--- config.mk ---
export PLATFORM = sky130hd
export DESIGN_NAME = flash_toggle_poller
export DESIGN_NICKNAME = d
export VERILOG_FILES = /design/src/rtl/tpoll_pkg.sv /design/src/rtl/tpoll_datapath.sv /design/src/rtl/tpoll_ctrl.sv /design/src/rtl/flash_toggle_poller.sv
export SDC_FILE = /design/constraint.sdc
export NUM_CORES = 1
export LEC_CHECK = 0
export BUFFER_PORTS_ARGS = -buffer_cell sky130_fd_sc_hd__buf_2
export CORE_MARGIN = 5
export CORE_UTILIZATION = 58
export CTS_BUF_LIST = sky130_fd_sc_hd__clkbuf_2
export CTS_CLUSTER_DIAMETER = 30
export CTS_CLUSTER_SIZE = 30
export DETAILED_ROUTE_END_ITERATION = 16
export GPL_ROUTABILITY_DRIVEN = 0
export PLACE_DENSITY = 0.87
export SETUP_SLACK_MARGIN = 0.3
export SKIP_CTS_REPAIR_TIMING = 1
export SYNTH_ARGS = -nofsm -noshare
export SYNTH_HDL_FRONTEND = slang
export SYNTH_SLANG_ARGS = --single-unit
--- constraint.sdc ---
create_clock -name clk -period 4 [get_ports clk]
set_input_delay 0.2 -clock clk [delete_from_list [all_inputs] [get_ports clk]]
set_output_delay 0.2 -clock clk [all_outputs]
set_load 0.005 [all_outputs]
--- src/rtl/tpoll_pkg.sv ---
`timescale 1ns/1ps
package tpoll_pkg;

  typedef enum logic [1:0] {
    ST_IDLE  = 2'd0,
    ST_SETUP = 2'd1,
    ST_READ  = 2'd2,
    ST_GAP   = 2'd3
  } pollState_t;

  typedef enum logic [1:0] {
    VERD_WAIT  = 2'd0,
    VERD_DONE  = 2'd1,
    VERD_FAULT = 2'd2
  } verdict_t;

  typedef struct packed {
    logic launch;
    logic running;
    logic sample;
    logic finDone;
    logic finError;
    logic finTimeout;
  } dpStrobe_t;

  function automatic int cyclesFor(input longint timePs, input longint periodPs);
    longint c;
    c = (timePs + periodPs - 1) / periodPs;
    if (c < 1) c = 1;
    return int'(c);
  endfunction

  function automatic int maxOf3(input int a, input int b, input int c);
    int m;
    m = a;
    if (b > m) m = b;
    if (c > m) m = c;
    return m;
  endfunction

endpackage

--- src/rtl/tpoll_datapath.sv ---
`timescale 1ns/1ps
module tpoll_datapath
  import tpoll_pkg::*;
#(
  parameter int ADDR_W        = 24,
  parameter int DATA_W        = 16,
  parameter int TOGGLE_BIT    = 6,
  parameter int FAULT_BIT     = 5,
  parameter int CONFIRM_READS = 2,
  parameter int SYNC_STAGES   = 2,
  parameter int IGN_CYC       = 12,
  parameter int TO_WORD_CYC   = 21875,
  parameter int TO_BUF_CYC    = 31250,
  parameter int TO_W          = 15,
  parameter int IGN_W         = 4
) (
  input  logic              clk,
  input  logic              rstN,
  input  dpStrobe_t         stb,
  input  logic              opBuffer,
  input  logic [ADDR_W-1:0] pollAddr,
  input  logic [DATA_W-1:0] dqIn,
  input  logic              rdyBusyN,
  output logic [ADDR_W-1:0] flashAddr,
  output verdict_t          verdict,
  output logic              rdyValid,
  output logic              toExpire,
  output logic              done,
  output logic              error,
  output logic              timeout
);

  localparam int CONF_W = $clog2(CONFIRM_READS + 1);

  logic [ADDR_W-1:0]      addrQ;
  logic                   opBufQ;
  logic [TO_W-1:0]        toCnt;
  logic [TO_W-1:0]        toLimit;
  logic [IGN_W-1:0]       ignCnt;
  logic [SYNC_STAGES-1:0] rdySyncQ;
  logic                   prevBit;
  logic                   havePrev;
  logic                   confirmOn;
  logic [CONF_W-1:0]      confirmLeft;
  logic                   curBit;
  logic                   toggled;

  // request latch: address and operation type are frozen for the operation
  always_ff @(posedge clk or negedge rstN) begin
    if (!rstN) begin
      addrQ  <= '0;
      opBufQ <= 1'b0;
    end else if (stb.launch) begin
      addrQ  <= pollAddr;
      opBufQ <= opBuffer;
    end
  end

  assign flashAddr = addrQ;

  // ready/busy synchronizer
  always_ff @(posedge clk or negedge rstN) begin
    if (!rstN) rdySyncQ <= '0;
    else       rdySyncQ <= {rdySyncQ[SYNC_STAGES-2:0], rdyBusyN};
  end

  // timeout counter, limit picked by the latched operation type
  assign toLimit  = opBufQ ? TO_W'(TO_BUF_CYC - 1) : TO_W'(TO_WORD_CYC - 1);
  assign toExpire = stb.running && (toCnt == toLimit);

  always_ff @(posedge clk or negedge rstN) begin
    if (!rstN)            toCnt <= '0;
    else if (stb.launch)  toCnt <= '0;
    else if (stb.running) toCnt <= toCnt + 1'b1;
  end

  // ignore window for the ready/busy line
  always_ff @(posedge clk or negedge rstN) begin
    if (!rstN)                                          ignCnt <= '0;
    else if (stb.launch)                                ignCnt <= '0;
    else if (stb.running && ignCnt != IGN_W'(IGN_CYC))  ignCnt <= ignCnt + 1'b1;
  end

  assign rdyValid = stb.running && (ignCnt == IGN_W'(IGN_CYC)) && rdySyncQ[SYNC_STAGES-1];

  // toggle comparison against the previous capture
  assign curBit  = dqIn[TOGGLE_BIT];
  assign toggled = havePrev && (curBit != prevBit);

  always_comb begin
    if (!havePrev)                                         verdict = VERD_WAIT;
    else if (!toggled)                                     verdict = VERD_DONE;
    else if (confirmOn && confirmLeft == CONF_W'(1))       verdict = VERD_FAULT;
    else                                                   verdict = VERD_WAIT;
  end

  always_ff @(posedge clk or negedge rstN) begin
    if (!rstN) begin
      prevBit     <= 1'b0;
      havePrev    <= 1'b0;
      confirmOn   <= 1'b0;
      confirmLeft <= '0;
    end else if (stb.launch) begin
      prevBit     <= 1'b0;
      havePrev    <= 1'b0;
      confirmOn   <= 1'b0;
      confirmLeft <= '0;
    end else if (stb.sample) begin
      prevBit  <= curBit;
      havePrev <= 1'b1;
      if (toggled) begin
        if (confirmOn) begin
          confirmLeft <= confirmLeft - 1'b1;
        end else if (dqIn[FAULT_BIT]) begin
          confirmOn   <= 1'b1;
          confirmLeft <= CONF_W'(CONFIRM_READS);
        end
      end
    end
  end

  // result flags, held until the next launch
  always_ff @(posedge clk or negedge rstN) begin
    if (!rstN) begin
      done    <= 1'b0;
      error   <= 1'b0;
      timeout <= 1'b0;
    end else if (stb.launch) begin
      done    <= 1'b0;
      error   <= 1'b0;
      timeout <= 1'b0;
    end else begin
      if (stb.finDone)    done    <= 1'b1;
      if (stb.finError)   error   <= 1'b1;
      if (stb.finTimeout) timeout <= 1'b1;
    end
  end

endmodule

--- src/rtl/tpoll_ctrl.sv ---
`timescale 1ns/1ps
module tpoll_ctrl
  import tpoll_pkg::*;
#(
  parameter int SETUP_CYC  = 2,
  parameter int ACCESS_CYC = 4,
  parameter int HIGH_CYC   = 3,
  parameter int PHASE_W    = 3
) (
  input  logic      clk,
  input  logic      rstN,
  input  logic      start,
  input  verdict_t  verdict,
  input  logic      rdyValid,
  input  logic      toExpire,
  output dpStrobe_t stb,
  output logic      flashCeN,
  output logic      flashOeN,
  output logic      busy
);

  pollState_t       state, stateNext;
  logic [PHASE_W-1:0] phaseCnt, phaseNext;
  logic             samplePoint;

  always_ff @(posedge clk or negedge rstN) begin
    if (!rstN) begin
      state    <= ST_IDLE;
      phaseCnt <= '0;
    end else begin
      state    <= stateNext;
      phaseCnt <= phaseNext;
    end
  end

  assign samplePoint = (state == ST_READ) && (phaseCnt == PHASE_W'(ACCESS_CYC - 1));

  always_comb begin
    stateNext = state;
    phaseNext = phaseCnt;
    stb       = '0;
    stb.running = (state != ST_IDLE);
    stb.sample  = samplePoint;

    if (state == ST_IDLE) begin
      if (start) begin
        stb.launch = 1'b1;
        stateNext  = ST_SETUP;
        phaseNext  = '0;
      end
    end else if (samplePoint && verdict == VERD_DONE) begin
      stb.finDone = 1'b1;
      stateNext   = ST_IDLE;
      phaseNext   = '0;
    end else if (samplePoint && verdict == VERD_FAULT) begin
      stb.finError = 1'b1;
      stateNext    = ST_IDLE;
      phaseNext    = '0;
    end else if (rdyValid) begin
      stb.finDone = 1'b1;
      stateNext   = ST_IDLE;
      phaseNext   = '0;
    end else if (toExpire) begin
      stb.finTimeout = 1'b1;
      stateNext      = ST_IDLE;
      phaseNext      = '0;
    end else begin
      unique case (state)
        ST_SETUP: begin
          if (phaseCnt == PHASE_W'(SETUP_CYC - 1)) begin
            stateNext = ST_READ;
            phaseNext = '0;
          end else begin
            phaseNext = phaseCnt + 1'b1;
          end
        end
        ST_READ: begin
          if (samplePoint) begin
            stateNext = ST_GAP;
            phaseNext = '0;
          end else begin
            phaseNext = phaseCnt + 1'b1;
          end
        end
        ST_GAP: begin
          if (phaseCnt == PHASE_W'(HIGH_CYC - 1)) begin
            stateNext = ST_READ;
            phaseNext = '0;
          end else begin
            phaseNext = phaseCnt + 1'b1;
          end
        end
        default: begin
          stateNext = ST_IDLE;
          phaseNext = '0;
        end
      endcase
    end
  end

  assign flashCeN = (state == ST_IDLE);
  assign flashOeN = (state != ST_READ);
  assign busy     = (state != ST_IDLE);

endmodule

--- src/rtl/flash_toggle_poller.sv ---
`timescale 1ns/1ps
module flash_toggle_poller
  import tpoll_pkg::*;
#(
  parameter int ADDR_W          = 24,
  parameter int DATA_W          = 16,
  parameter int CLK_PERIOD_PS   = 8000,
  parameter int ADDR_SETUP_PS   = 15000,
  parameter int OE_HIGH_PS      = 20000,
  parameter int OE_DELAY_PS     = 25000,
  parameter int RDY_IGNORE_PS   = 90000,
  parameter int WORD_LIMIT_PS   = 175000000,
  parameter int BUFFER_LIMIT_PS = 250000000,
  parameter int TOGGLE_BIT      = 6,
  parameter int FAULT_BIT       = 5,
  parameter int CONFIRM_READS   = 2,
  parameter int SYNC_STAGES     = 2
) (
  input  logic              clk,
  input  logic              rstN,
  input  logic              start,
  input  logic              opBuffer,
  input  logic [ADDR_W-1:0] pollAddr,
  input  logic [DATA_W-1:0] dqIn,
  input  logic              rdyBusyN,
  output logic              flashCeN,
  output logic              flashOeN,
  output logic [ADDR_W-1:0] flashAddr,
  output logic              busy,
  output logic              done,
  output logic              error,
  output logic              timeout
);

  localparam int SETUP_CYC   = cyclesFor(ADDR_SETUP_PS, CLK_PERIOD_PS);
  localparam int HIGH_CYC    = cyclesFor(OE_HIGH_PS, CLK_PERIOD_PS);
  localparam int ACCESS_CYC  = cyclesFor(OE_DELAY_PS, CLK_PERIOD_PS);
  localparam int IGN_CYC     = cyclesFor(RDY_IGNORE_PS, CLK_PERIOD_PS);
  localparam int TO_WORD_CYC = cyclesFor(WORD_LIMIT_PS, CLK_PERIOD_PS);
  localparam int TO_BUF_CYC  = cyclesFor(BUFFER_LIMIT_PS, CLK_PERIOD_PS);
  localparam int PHASE_W     = $clog2(maxOf3(SETUP_CYC, HIGH_CYC, ACCESS_CYC) + 1);
  localparam int TO_W        = $clog2(maxOf3(TO_WORD_CYC, TO_BUF_CYC, 1) + 1);
  localparam int IGN_W       = $clog2(IGN_CYC + 1);

  dpStrobe_t stb;
  verdict_t  verdict;
  logic      rdyValid;
  logic      toExpire;

  tpoll_ctrl #(
    .SETUP_CYC (SETUP_CYC),
    .ACCESS_CYC(ACCESS_CYC),
    .HIGH_CYC  (HIGH_CYC),
    .PHASE_W   (PHASE_W)
  ) u_ctrl (
    .clk     (clk),
    .rstN    (rstN),
    .start   (start),
    .verdict (verdict),
    .rdyValid(rdyValid),
    .toExpire(toExpire),
    .stb     (stb),
    .flashCeN(flashCeN),
    .flashOeN(flashOeN),
    .busy    (busy)
  );

  tpoll_datapath #(
    .ADDR_W       (ADDR_W),
    .DATA_W       (DATA_W),
    .TOGGLE_BIT   (TOGGLE_BIT),
    .FAULT_BIT    (FAULT_BIT),
    .CONFIRM_READS(CONFIRM_READS),
    .SYNC_STAGES  (SYNC_STAGES),
    .IGN_CYC      (IGN_CYC),
    .TO_WORD_CYC  (TO_WORD_CYC),
    .TO_BUF_CYC   (TO_BUF_CYC),
    .TO_W         (TO_W),
    .IGN_W        (IGN_W)
  ) u_dp (
    .clk      (clk),
    .rstN     (rstN),
    .stb      (stb),
    .opBuffer (opBuffer),
    .pollAddr (pollAddr),
    .dqIn     (dqIn),
    .rdyBusyN (rdyBusyN),
    .flashAddr(flashAddr),
    .verdict  (verdict),
    .rdyValid (rdyValid),
    .toExpire (toExpire),
    .done     (done),
    .error    (error),
    .timeout  (timeout)
  );

endmodule

==> flow_summary.yaml <==
yosys:
  synth_edf_count: 0
  syn_inst: 282
  synth-seq-cells: 59
  yosysSeqAreaShare: 0.5342
  syn_avg_cell_area_sq_um: 9.801
  ys_types: 50
  yosysTopAreaCell: "dfrtp_1"
  synth_top_area_frac: 0.5342
  ys_warn_count: 0
  synth.area.top_cells: "dfrtp_1, nand2_1, ha_1, mux2i_1, o31ai_1"
  synth_area_sq_mm: 0.002764
  ys.flop_type: "dfrtp_1"
  synth-async-reset-ratio: 1.000
  synth_fp_nets: 335
timing:
  max_slew_margin: 0.2891
  fin_skew_ns: 0.03040
  max_slew.worst_pin.slew_ns: 1.066
  setup-tns-final_ns: 0
  hold_violations: 0
  max_freq_ghz: 0.3995
  fin_crit_sh: 0.6258
  fin_crit_ns: 2.503
  slew_viol_final: 0
  setup_viol: 0
  rsz0062_at_grt: "false"
clock_tree:
  clock_latency_ns: 0.50
  ctsLongestPathBuffers: 2
  clk_pin_slew_worst_paths_ns: 0.16
  cts_root_buf: "clkbuf_2"
  cts_tree: "done"
  cts_made_buffers: 9
  clkSinkCount: 59
  htreeDepth: 3
critical_path:
  worst-path-buf-inv: 2
  slowest_delay_ns: 0.59
  crit_path_top_delay_cell: "nand2_1"
  arrival_ns: 2.92
  cp.required_ns: 4.42
  path_class: "reg2reg"
  crit_path_start_kind: "flop"
  cp_top_family: "simple AND/OR/NAND/NOR gates"
  cp-end-kind: "flop"
  crit_fanout: 22
  path_cells: "or2_1, inv_2, nand2_1, buf_4, and2_0, o2bb2ai_1"
pwr:
  powerDensity_mw_per_mm2: 664.8
  vdd_drop_max_mv: 0.4522
  p_leak_nw: 1.817
final_layout:
  area_growth_pct: 27.03
  nets: 427
  fin_cells: 433
  antenna_cells: 0
  utilization: 0.7533
  drive_gt1_frac: 0.2243
  fillers: 315
placed_design:
  place_hpwl_microns: 3822
  dp.cells: 388
  io_buffers: 60
routing:
  drc: 0
  postRouteAntennaNets: 0
  wirelength_microns: 6469
  via_count: 2396
  wire_per_inst_microns: 14.94
  first_pass_iters: 4
  initialDrtViolationCount: 198
  routed_via_density: 5.533
hold_path:
  worstHoldPathType: "in2reg"
grt:
  grt_usage: 0.1967
  grt_max_degree: 60
  antenna_found_initial: 0
  gr-total-overflow: 0
  grt_pass1_vias: 2123
  grt_pass1_wl_microns: 9563
floorplan:
  dieArea_sq_mm: 0.006246
  start_util: 0.5930
  core-area_sq_mm: 0.004661
  fp.dieH_microns: 79.03
  die_w_microns: 79.03
  rows: 25
  io_pins: 75
run_status:
  status: "finished clean"
flow_run:
  timing.max_cap.violations: 0
## area by class of cell
type / count / area [sq um] / share of cell area
clock buffers: 11 / 55.05 / 0.01568
clock inverters: 5 / 77.57 / 0.02210
multi-input cells: 205 / 1199 / 0.3414
flip-flops and latches: 59 / 1476 / 0.4205
well taps: 54 / 67.56 / 0.01924
repair buffers: 91 / 605.6 / 0.1725
inverters: 8 / 30.03 / 0.008553
## worst paths after layout
path                                   from                   to  slack, ns  depth (start not counted)
max                         u_ctrl.state[1]  u_dp.confirmLeft[0]       1.50                          6
min                                 dqIn[6]         u_dp.prevBit       0.05                          3
max reg2reg                 u_ctrl.state[1]  u_dp.confirmLeft[0]       1.50                          6
min reg2reg                u_dp.rdySyncQ[0]     u_dp.rdySyncQ[1]       0.37                          0
max in group asynchronous              rstN    u_dp.flashAddr[0]       3.16                          3
min in group asynchronous              rstN   u_dp.flashAddr[13]       0.35                          3
## tightest hold or removal path, delay by kind of cell
family	cells	cell delay, ns
simple gates	1	0.10
mux	1	0.08
buf+inv	1	0.11
## cell usage after synthesis (2+ instances only)
cell / count
nor3_1: 3
clkbuf_1: 5
a22o_1: 2
xnor2_1: 2
buf_6: 2
a32o_1: 3
o21ai_1: 6
o211ai_1: 3
nor2b_1: 4
ha_1: 8
dfrtp_1: 59
o21ai_0: 2
buf_2: 2
and3_1: 5
mux2i_1: 10
a311oi_1: 2
and4_1: 2
nand2_1: 101
a21oi_1: 3
nand3_1: 4
inv_1: 7
nand4_1: 3
nand3b_1: 2
nor2_1: 10
o31ai_1: 6
nand2b_1: 2
## sequential cells by signal, summed over array words and instances, names as in the netlist
signal	flops
u_dp.ignCnt	4
u_ctrl.state	2
u_dp.error	1
u_dp.toCnt	15
u_dp.prevBit	1
u_ctrl.phaseCnt	3
u_dp.rdySyncQ	2
u_dp.opBufQ	1
u_dp.confirmLeft	2
u_dp.timeout	1
u_dp.done	1
u_dp.confirmOn	1
u_dp.flashAddr	24
u_dp.havePrev	1
## through the flow
step                      hold WS (ns)  instance area [sq um]  total power [mW]  worst slack, ns
final                          0.04772                   3511             2.334            1.497
after CTS                      -0.2207                   3221             2.295            1.532
after global routing           0.04581                   3511             2.531            1.254
after global placement          0.3095                   3088             1.811            1.584
after floorplan               -0.09559                   2764             1.569            2.025
after detailed placement        0.3097                   3088             1.865            1.561
## kinds of logic after synthesis
kind of cell,synth area share
AOI/OAI and AO/OA,0.1150
xor gates and xnor gates,0.009508
DFF,0.5342
and+or+nand+nor,0.2327
buffers and inverters,0.03214
adders and majority gates,0.03622
muxes,0.04029
## routing by layer
layer / vias to the layer above / track usage / routed length [microns]
met5: - / 0 / 0
met4: 0 / 0.09794 / 249
met3: 24 / 0.04762 / 347
met2: 79 / 0.3182 / 3169
met1: 1138 / 0.2464 / 2703
li1: 1155 / - / -
## cells in the final DEF, fill, tap and decap left out, drive strengths merged, types with 2 or more instances in the layout
cell type / synthesis / layout
a21oi: 3 / 3
a22o: 2 / 2
a311oi: 2 / 2
a32o: 3 / 3
and2: 3 / 3
and3: 5 / 5
and4: 2 / 2
buf: 5 / 62
bufinv: 0 / 2
clkbuf: 5 / 11
clkinv: 0 / 2
dfrtp: 59 / 59
dlygate4sd3: 0 / 29
ha: 8 / 8
inv: 8 / 8
mux2i: 10 / 10
nand2: 101 / 101
nand2b: 2 / 2
nand3: 4 / 4
nand3b: 2 / 2
nand4: 4 / 4
nor2: 10 / 10
nor2b: 4 / 4
nor3: 3 / 3
o211ai: 3 / 3
o21ai: 8 / 8
o31ai: 6 / 6
xnor2: 2 / 2
## power breakdown
| group | switching (mW) | internal [mW] | total, mW |
|---|---|---|---|
| clock | 0.221 | 0.210 | 0.431 |
| sequential | 0.236 | 0.852 | 1.09 |
| combinational | 0.418 | 0.397 | 0.815 |
Power figures use the tool's default switching activity.
